$ cat src/rtl/gf2enc_pkg.sv
package gf2enc_pkg;

  localparam int CW_MAX  = 15;
  localparam int GEN_MAX = 9;

  typedef enum logic {
    RATE_LO = 1'b0,
    RATE_HI = 1'b1
  } rate_e;

  // Long division over GF(2); true when gen divides cw with no remainder.
  function automatic logic gf2_divides(input logic [CW_MAX-1:0] cw,
                                       input logic [GEN_MAX-1:0] gen,
                                       input int deg);
    logic [CW_MAX-1:0] r;
    r = cw;
    for (int i = CW_MAX - 1; i >= 0; i--) begin
      if (i >= deg && r[i]) r = r ^ (CW_MAX'(gen) << (i - deg));
    end
    return (r == '0);
  endfunction

endpackage

$ cat src/rtl/enc_bit_packer.sv
module enc_bit_packer
  import gf2enc_pkg::*;
#(
  parameter int K_LO = 7,
  parameter int K_HI = 11
) (
  input  logic            clk,
  input  logic            rst_n,
  input  logic            rate_sel,
  input  logic            in_valid,
  input  logic            in_ready,
  input  logic            in_bit,
  output logic            word_done,
  output rate_e           word_rate,
  output logic [K_HI-1:0] word_msg
);

  localparam int CNT_W = $clog2(K_HI);
  localparam logic [CNT_W-1:0] LAST_LO = CNT_W'(K_LO - 1);
  localparam logic [CNT_W-1:0] LAST_HI = CNT_W'(K_HI - 1);
  localparam logic [K_HI-1:0]  MASK_LO = K_HI'((1 << K_LO) - 1);

  logic [CNT_W-1:0] cnt_q;
  rate_e            rate_q;
  logic [K_HI-2:0]  shreg_q;
  logic             accept;
  rate_e            eff_rate;
  logic [CNT_W-1:0] last_idx;

  assign accept    = in_valid && in_ready;
  assign eff_rate  = (cnt_q == '0) ? rate_e'(rate_sel) : rate_q;
  assign last_idx  = (eff_rate == RATE_HI) ? LAST_HI : LAST_LO;
  assign word_done = accept && (cnt_q == last_idx);
  assign word_rate = eff_rate;
  assign word_msg  = {shreg_q, in_bit} & ((eff_rate == RATE_HI) ? {K_HI{1'b1}} : MASK_LO);

  always_ff @(posedge clk or negedge rst_n) begin
    if (!rst_n) begin
      cnt_q   <= '0;
      rate_q  <= RATE_LO;
      shreg_q <= '0;
    end else if (accept) begin
      if (cnt_q == '0) rate_q <= rate_e'(rate_sel);
      if (word_done) begin
        cnt_q   <= '0;
        shreg_q <= '0;
      end else begin
        cnt_q   <= cnt_q + 1'b1;
        shreg_q <= {shreg_q[K_HI-3:0], in_bit};
      end
    end
  end


  rate_latch_chk: assert property (@(posedge clk) disable iff (!rst_n)
    (cnt_q != '0) |=> $stable(rate_q));


  lo_count_chk: assert property (@(posedge clk) disable iff (!rst_n)
    (rate_q == RATE_LO && cnt_q != '0) |-> (cnt_q <= LAST_LO));


  hi_count_chk: assert property (@(posedge clk) disable iff (!rst_n)
    cnt_q <= LAST_HI);


  idle_hold_chk: assert property (@(posedge clk) disable iff (!rst_n)
    !in_valid |=> ($stable(cnt_q) && $stable(shreg_q)));

endmodule

$ cat src/rtl/gf2_poly_mul.sv
module gf2_poly_mul #(
  parameter int               K     = 7,
  parameter int               DEG   = 8,
  parameter int               GEN_W = 9,
  parameter logic [GEN_W-1:0] GEN   = 9'h1D1
) (
  input  logic [K-1:0]     msg,
  output logic [K+DEG-1:0] prod
);

  // Carry-less product: each generator tap XORs a shifted copy of msg.
  always_comb begin
    prod = '0;
    for (int i = 0; i < K; i++) begin
      for (int j = 0; j <= DEG; j++) begin
        if (GEN[j]) prod[i+j] = prod[i+j] ^ msg[i];
      end
    end
  end

endmodule

$ cat src/rtl/cw_out_stage.sv
module cw_out_stage
  import gf2enc_pkg::*;
#(
  parameter int               CW_W   = 15,
  parameter int               GEN_W  = 9,
  parameter int               DEG_LO = 8,
  parameter int               DEG_HI = 4,
  parameter logic [GEN_W-1:0] GEN_LO = 9'h1D1,
  parameter logic [GEN_W-1:0] GEN_HI = 9'h013
) (
  input  logic            clk,
  input  logic            rst_n,
  input  logic            load,
  input  logic [CW_W-1:0] load_data,
  input  rate_e           load_rate,
  input  logic            cw_ready,
  output logic            cw_valid,
  output logic [CW_W-1:0] cw_data,
  output logic            out_free
);

  rate_e held_rate;

  assign out_free = !cw_valid || cw_ready;

  always_ff @(posedge clk or negedge rst_n) begin
    if (!rst_n) begin
      cw_valid  <= 1'b0;
      cw_data   <= '0;
      held_rate <= RATE_LO;
    end else if (load) begin
      cw_valid  <= 1'b1;
      cw_data   <= load_data;
      held_rate <= load_rate;
    end else if (cw_ready) begin
      cw_valid  <= 1'b0;
    end
  end


  cw_hold_chk: assert property (@(posedge clk) disable iff (!rst_n)
    (cw_valid && !cw_ready) |=> (cw_valid && $stable(cw_data)));


  cw_div_chk: assert property (@(posedge clk) disable iff (!rst_n)
    cw_valid |-> gf2_divides(CW_MAX'(cw_data),
                             GEN_MAX'((held_rate == RATE_HI) ? GEN_HI : GEN_LO),
                             (held_rate == RATE_HI) ? DEG_HI : DEG_LO));

endmodule

$ cat src/rtl/gf2_rate_encoder.sv
module gf2_rate_encoder
  import gf2enc_pkg::*;
#(
  parameter int   K_LO   = 7,
  parameter int   K_HI   = 11,
  parameter int   DEG_LO = 8,
  parameter int   DEG_HI = 4,
  parameter logic [DEG_LO:0] GEN_LO = 9'h1D1,
  parameter logic [DEG_LO:0] GEN_HI = 9'h013
) (
  input  logic                   clk,
  input  logic                   rst_n,
  input  logic                   rate_sel,
  input  logic                   in_valid,
  output logic                   in_ready,
  input  logic                   in_bit,
  output logic                   cw_valid,
  input  logic                   cw_ready,
  output logic [K_LO+DEG_LO-1:0] cw_data
);

  localparam int CW_W  = K_LO + DEG_LO;
  localparam int GEN_W = DEG_LO + 1;
  localparam int NRATE = 2;

  logic            word_done;
  rate_e           word_rate;
  logic [K_HI-1:0] word_msg;
  logic [CW_W-1:0] prod_arr [NRATE];
  logic            out_free;

  assign in_ready = out_free;

  enc_bit_packer #(.K_LO(K_LO), .K_HI(K_HI)) u_packer (
    .clk      (clk),
    .rst_n    (rst_n),
    .rate_sel (rate_sel),
    .in_valid (in_valid),
    .in_ready (in_ready),
    .in_bit   (in_bit),
    .word_done(word_done),
    .word_rate(word_rate),
    .word_msg (word_msg)
  );

  for (genvar g = 0; g < NRATE; g++) begin : g_mul
    localparam int               KG = (g == 0) ? K_LO : K_HI;
    localparam int               DG = (g == 0) ? DEG_LO : DEG_HI;
    localparam logic [GEN_W-1:0] GG = (g == 0) ? GEN_LO : GEN_HI;
    gf2_poly_mul #(.K(KG), .DEG(DG), .GEN_W(GEN_W), .GEN(GG)) u_mul (
      .msg (word_msg[KG-1:0]),
      .prod(prod_arr[g])
    );
  end

  cw_out_stage #(
    .CW_W(CW_W), .GEN_W(GEN_W), .DEG_LO(DEG_LO), .DEG_HI(DEG_HI),
    .GEN_LO(GEN_LO), .GEN_HI(GEN_HI)
  ) u_out (
    .clk      (clk),
    .rst_n    (rst_n),
    .load     (word_done),
    .load_data(prod_arr[word_rate == RATE_HI ? 1 : 0]),
    .load_rate(word_rate),
    .cw_ready (cw_ready),
    .cw_valid (cw_valid),
    .cw_data  (cw_data),
    .out_free (out_free)
  );


  cw_lat_chk: assert property (@(posedge clk) disable iff (!rst_n)
    word_done |=> cw_valid);


  stall_block_chk: assert property (@(posedge clk) disable iff (!rst_n)
    (cw_valid && !cw_ready) |-> !in_ready);


  free_flow_chk: assert property (@(posedge clk) disable iff (!rst_n)
    cw_ready |-> in_ready);

endmodule

$ cat config.mk
export PLATFORM = sky130hd
export DESIGN_NAME = gf2_rate_encoder
export DESIGN_NICKNAME = d
export VERILOG_FILES = /design/src/rtl/gf2enc_pkg.sv /design/src/rtl/enc_bit_packer.sv /design/src/rtl/gf2_poly_mul.sv /design/src/rtl/cw_out_stage.sv /design/src/rtl/gf2_rate_encoder.sv
export SDC_FILE = /design/constraint.sdc
export NUM_CORES = 1
export LEC_CHECK = 0
export ABC_AREA = 1
export BUFFER_PORTS_ARGS = -buffer_cell sky130_fd_sc_hd__buf_4
export CORE_MARGIN = 1.5
export CORE_UTILIZATION = 40
export CTS_CLUSTER_SIZE = 24
export DETAILED_ROUTE_END_ITERATION = 12
export GPL_TIMING_DRIVEN = 0
export REMOVE_ABC_BUFFERS = 1
export SYNTH_ARGS = -nofsm -noshare
export SYNTH_HDL_FRONTEND = slang
export SYNTH_SLANG_ARGS = --single-unit
$ cat constraint.sdc
create_clock -name clk -period 1.55 [get_ports clk]
set_clock_uncertainty 0.15 [all_clocks]
set_input_delay 0.31 -clock clk [delete_from_list [all_inputs] [get_ports clk]]
set_output_delay 0.31 -clock clk [all_outputs]
set_load 0.05 [all_outputs]
==> results.env <==
GRT_FIRST_PASS_WIRELENGTH_UM=8714
PWR_DENSITY_CELL_nW_PER_UM2=2411
SYNTH_SEQ_AREA_SHARE_PCT=40.66
WORST_SETUP_HOLD_PATH_CLK_SLEW_NS=0.07
DETAILEDPLACEMENTHPWL_UM=2593
SYN_AVG_CELL_AREA_SQ_UM=7.283
REGTOREGSETUPSLACK_NS=-0.11
CP.BUFFERS_INVERTERS=1
FRACTION_OF_FINAL_LAYOUT_CELLS_WITH_DRIVE_STRENGTH_GREATER_THAN_1_PCT=35.78
MAX_SLEW.WORST_PIN.SLEW_NS=0.4213
SYN_AREA_SQ_UM=1908
FINALSETUPVIOLATIONS=30
HOLD_PATH_DEPTH=3
DETAIL-ROUTE-ANTENNA-NETS=0
FF_TO_FF_START='u_packer.cnt_q[3]'
CTS.SINKS=31
CRITPATHTOPFAMILY='simple AND/OR/NAND/NOR gates'
GR-USAGE-ALL-LAYERS_PCT=22.30
CORE_SQ_UM=4474
RUN_STATUS='finished, violations left'
SETUP.WORST_PATH.CLASS='register to register'
HTREEDEPTH=2
CHIPWIDTH_UM=72.07
FIN_MAX_SLEW_VIOS=0
N_FILL_CELL=379
SYNTH.TOP_CELL.AREA_SHARE_PCT=40.66
HOLD_END='u_packer.shreg_q[0]'
TIMING.RR.END='u_out.cw_data[5]'
INSTANCE_COUNT_OF_THE_MAPPED_NETLIST=262
CAP_VIOLATIONS=0
TOTAL_NUMBER_OF_VIAS=1883
DETAILROUTE.WIRELENGTH.MET3_UM=244
FINALPOWER_mW=6.579
BUFFER_LEVELS_ON_THE_LONGEST_CLOCK_PATH=2
TOTALNEGATIVESETUPSLACK_NS=-2.267
GRT_MAX_DEGREE=32
BOUNDARY_PINS=23
WORST_SLACK_NS=-0.1141
NETLIST_TOP_CELLS_AREA='dfrtp_1 41%, nand2_1 22%, nand3_1 8.1%'
DETAIL_ROUTE.DRC_VIOLATIONS=0
NETS_FINAL=321
SLEW_HEADROOM_PCT=71.91
GRT_REMAINING_OVERFLOW=0
CRITPATHSLOWESTCELL='dfrtp_2'
DETAIL_ROUTE.WIRELENGTH.MET1_UM=2356
PATH_COMMON_CELL='nand3_4'
TIMING.CRITICAL_PATH.FANOUT_MAX=8
YOSYSWARNINGS=0
DETAIL_ROUTE.ITER0.VIOLATIONS=143
IR_DROP_uV=855.5
MAX_FREQ_GHz=0.6009
GRT_SETUP_UNREPAIRED='true'
FINAL-HOLD-VIOLATION-COUNT=0
LAYOUT_COMMONEST_CELL='nand2_1'
FINAL.PERIOD_UTILIZATION_PCT=107.4
CRITICAL_PATH_REQUIRED_NS=1.58
INITIAL_UTILIZATION_PCT=42.65
AREA_GROWTH_PCT=43.02
CLOCK_TREE.ROOT_CELL='clkbuf_8'
CP-START-KIND='register'
MAX_STAGE_DELAY_NS=0.45
ROUTE.DETAILED.WL_PER_INST_UM=15.07
CTS_BUF_COUNT=5
HP-START='in_bit'
GRT_ANTENNA_BEFORE_REPAIR=0
FLOORPLAN.DIE_AREA_SQ_UM=5193
FAILING_CHECKS='setup timing'
CRITPATHARRIVALTIME_NS=1.70
MET2WIRELENGTH_UM=2717
TOTAL_OF_FLIP_FLOPS_PLUS_LATCHES_AFTER_SYNTHESIS=31
CRIT_PATH_CELL_TRACE='nor2_4 -> nand2_4 -> nand2_8 -> nand3_4 -> buf_12 -> nand3_4 -> o21ai_1'
TOTAL_LEAKAGE_POWER_nW=1.354
CLK_LATENCY_NS=0.30
CRITPATHCAPTURETYPE='register'
AVGVIACOUNTPERCELL=5.159
PLACE.GP.CONGESTION=0.7865
FIRST_GLOBAL_VIAS=1853
ROUTED_WIRELENGTH_UM=5502
PLACEMENT_ROWS=24
TOP_SIGNAL_LAYER_USED='met4'
NUMBER_OF_INSERTED_DIODES=0
HOLD_CLASS='input port to register'
DRT_PRE_ANTENNA_ITERS=5
TRITONCTS='built'
SYNTHDISTINCTLIBCELLS=25
DIE_Y_UM=72.07
MOSTFREQUENTLAYOUTCELLS='99 x nand2_1, 42 x buf_4, 28 x dfrtp_1, 18 x inv_1, 17 x nand3_1'
SYNTH_TOP_AREA_CELL='dfrtp_1'
PORT_BUFFERS=22
FINAL_PERIOD_MINUS_WORST_SETUP_SLACK_NS=1.664
WORST-R2R-CELL-COUNT=7
## sequential cells by signal, indices dropped and copies added, names as in the netlist
signal / flops
u_packer.shreg_q: 10
u_out.cw_valid: 1
u_out.cw_data: 15
u_packer.cnt_q: 4
u_packer.rate_q: 1
## cell usage after synthesis
library cell / n
o21ai_0: 9
nand3_2: 1
nand2_2: 2
xor2_1: 4
inv_1: 23
buf_2: 7
xnor2_1: 9
ha_1: 3
nand3b_1: 3
buf_4: 2
buf_6: 3
nand2_1: 114
a21oi_1: 1
nor2_4: 2
dfrtp_1: 31
nand2b_1: 1
nand2_4: 2
nor2_2: 1
o21ai_2: 1
nand3_4: 1
a21o_1: 1
clkbuf_1: 2
nor2_1: 5
o21ai_1: 3
nand3_1: 31
## worst reg2reg max path, cell delays in order (launching register included)
cell	delay, ns
dfrtp_2	0.45
nor2_4	0.19
nand2_4	0.10
nand2_8	0.11
nand3_4	0.13
buf_12	0.18
nand3_4	0.16
o21ai_1	0.09
## report_power, final
part	internal [mW]	leakage [nW]	total [mW]	switching [mW]
Combinational	1.70	0.920	4.28	2.58
Sequential	1.17	0.392	1.66	0.486
Clock	0.315	0.0422	0.638	0.323
Total	3.19	1.35	6.58	3.39
## through the flow
stage	worst slack (ns)	area, sq um	std cells	hold WS [ns]	util (%)
after floorplan	-0.8304	1817	248	-0.1356	-
after global placement	-0.5191	2047	322	0.1238	45.75
after detailed placement	-0.5113	2047	322	0.1232	45.75
after CTS	-0.07148	2582	357	0.1285	57.72
after global routing	-0.1927	2729	365	0.1612	60.99
final	-0.1141	2729	365	0.1390	60.99
## worst max-delay path by stage
stage	startpoint	endpoint	depth (start not counted)
floorplan	u_out.cw_valid	u_out.cw_data[0]	6
global placement	cw_ready	u_out.cw_data[0]	8
detailed placement	cw_ready	u_out.cw_data[4]	8
CTS	u_packer.cnt_q[0]	u_out.cw_data[6]	10
global route	u_packer.cnt_q[0]	u_out.cw_data[14]	8
finish	u_packer.cnt_q[3]	u_out.cw_data[5]	7
## cell families (layout without fill, tap and decap cells)
kind of cell / count (synthesis) / in the layout / synth area share (%)
buf+inv: 37 / 82 / 9.311
fa+ha+maj: 3 / 3 / 1.967
xor+xnor: 13 / 13 / 5.967
simple gates: 163 / 169 / 37.84
flops: 31 / 31 / 40.66
compound gates: 15 / 15 / 4.262
## layer usage
layer / GRT usage, % / vias up
met5: 0 / -
met3: 5.556 / 16
met2: 38.68 / 55
met4: 11.53 / 0
li1: - / 923
met1: 25.35 / 889
## area by class of cell
type	instances	area, sq um	area share [%]
Sequential cell	31	779.5	28.56
Multi-Input combinational cell	200	1262	46.26
Clock buffer	7	76.32	2.797
Clock inverter	1	5.005	0.1834
Inverter	23	90.09	3.301
Timing Repair Buffer	51	450.4	16.51
Tap cell	52	65.06	2.384
## timing repair
action	4_1_cts	5_1_grt
gates cloned	6	0
gates resized for setup	42	24
pin swaps	17	9
endpoints found under the hold margin	31	0
buffers inserted	20	8
hold buffers	1	0
setup endpoints to repair	30	31
Note: power is estimated with default switching activity, not from simulation.
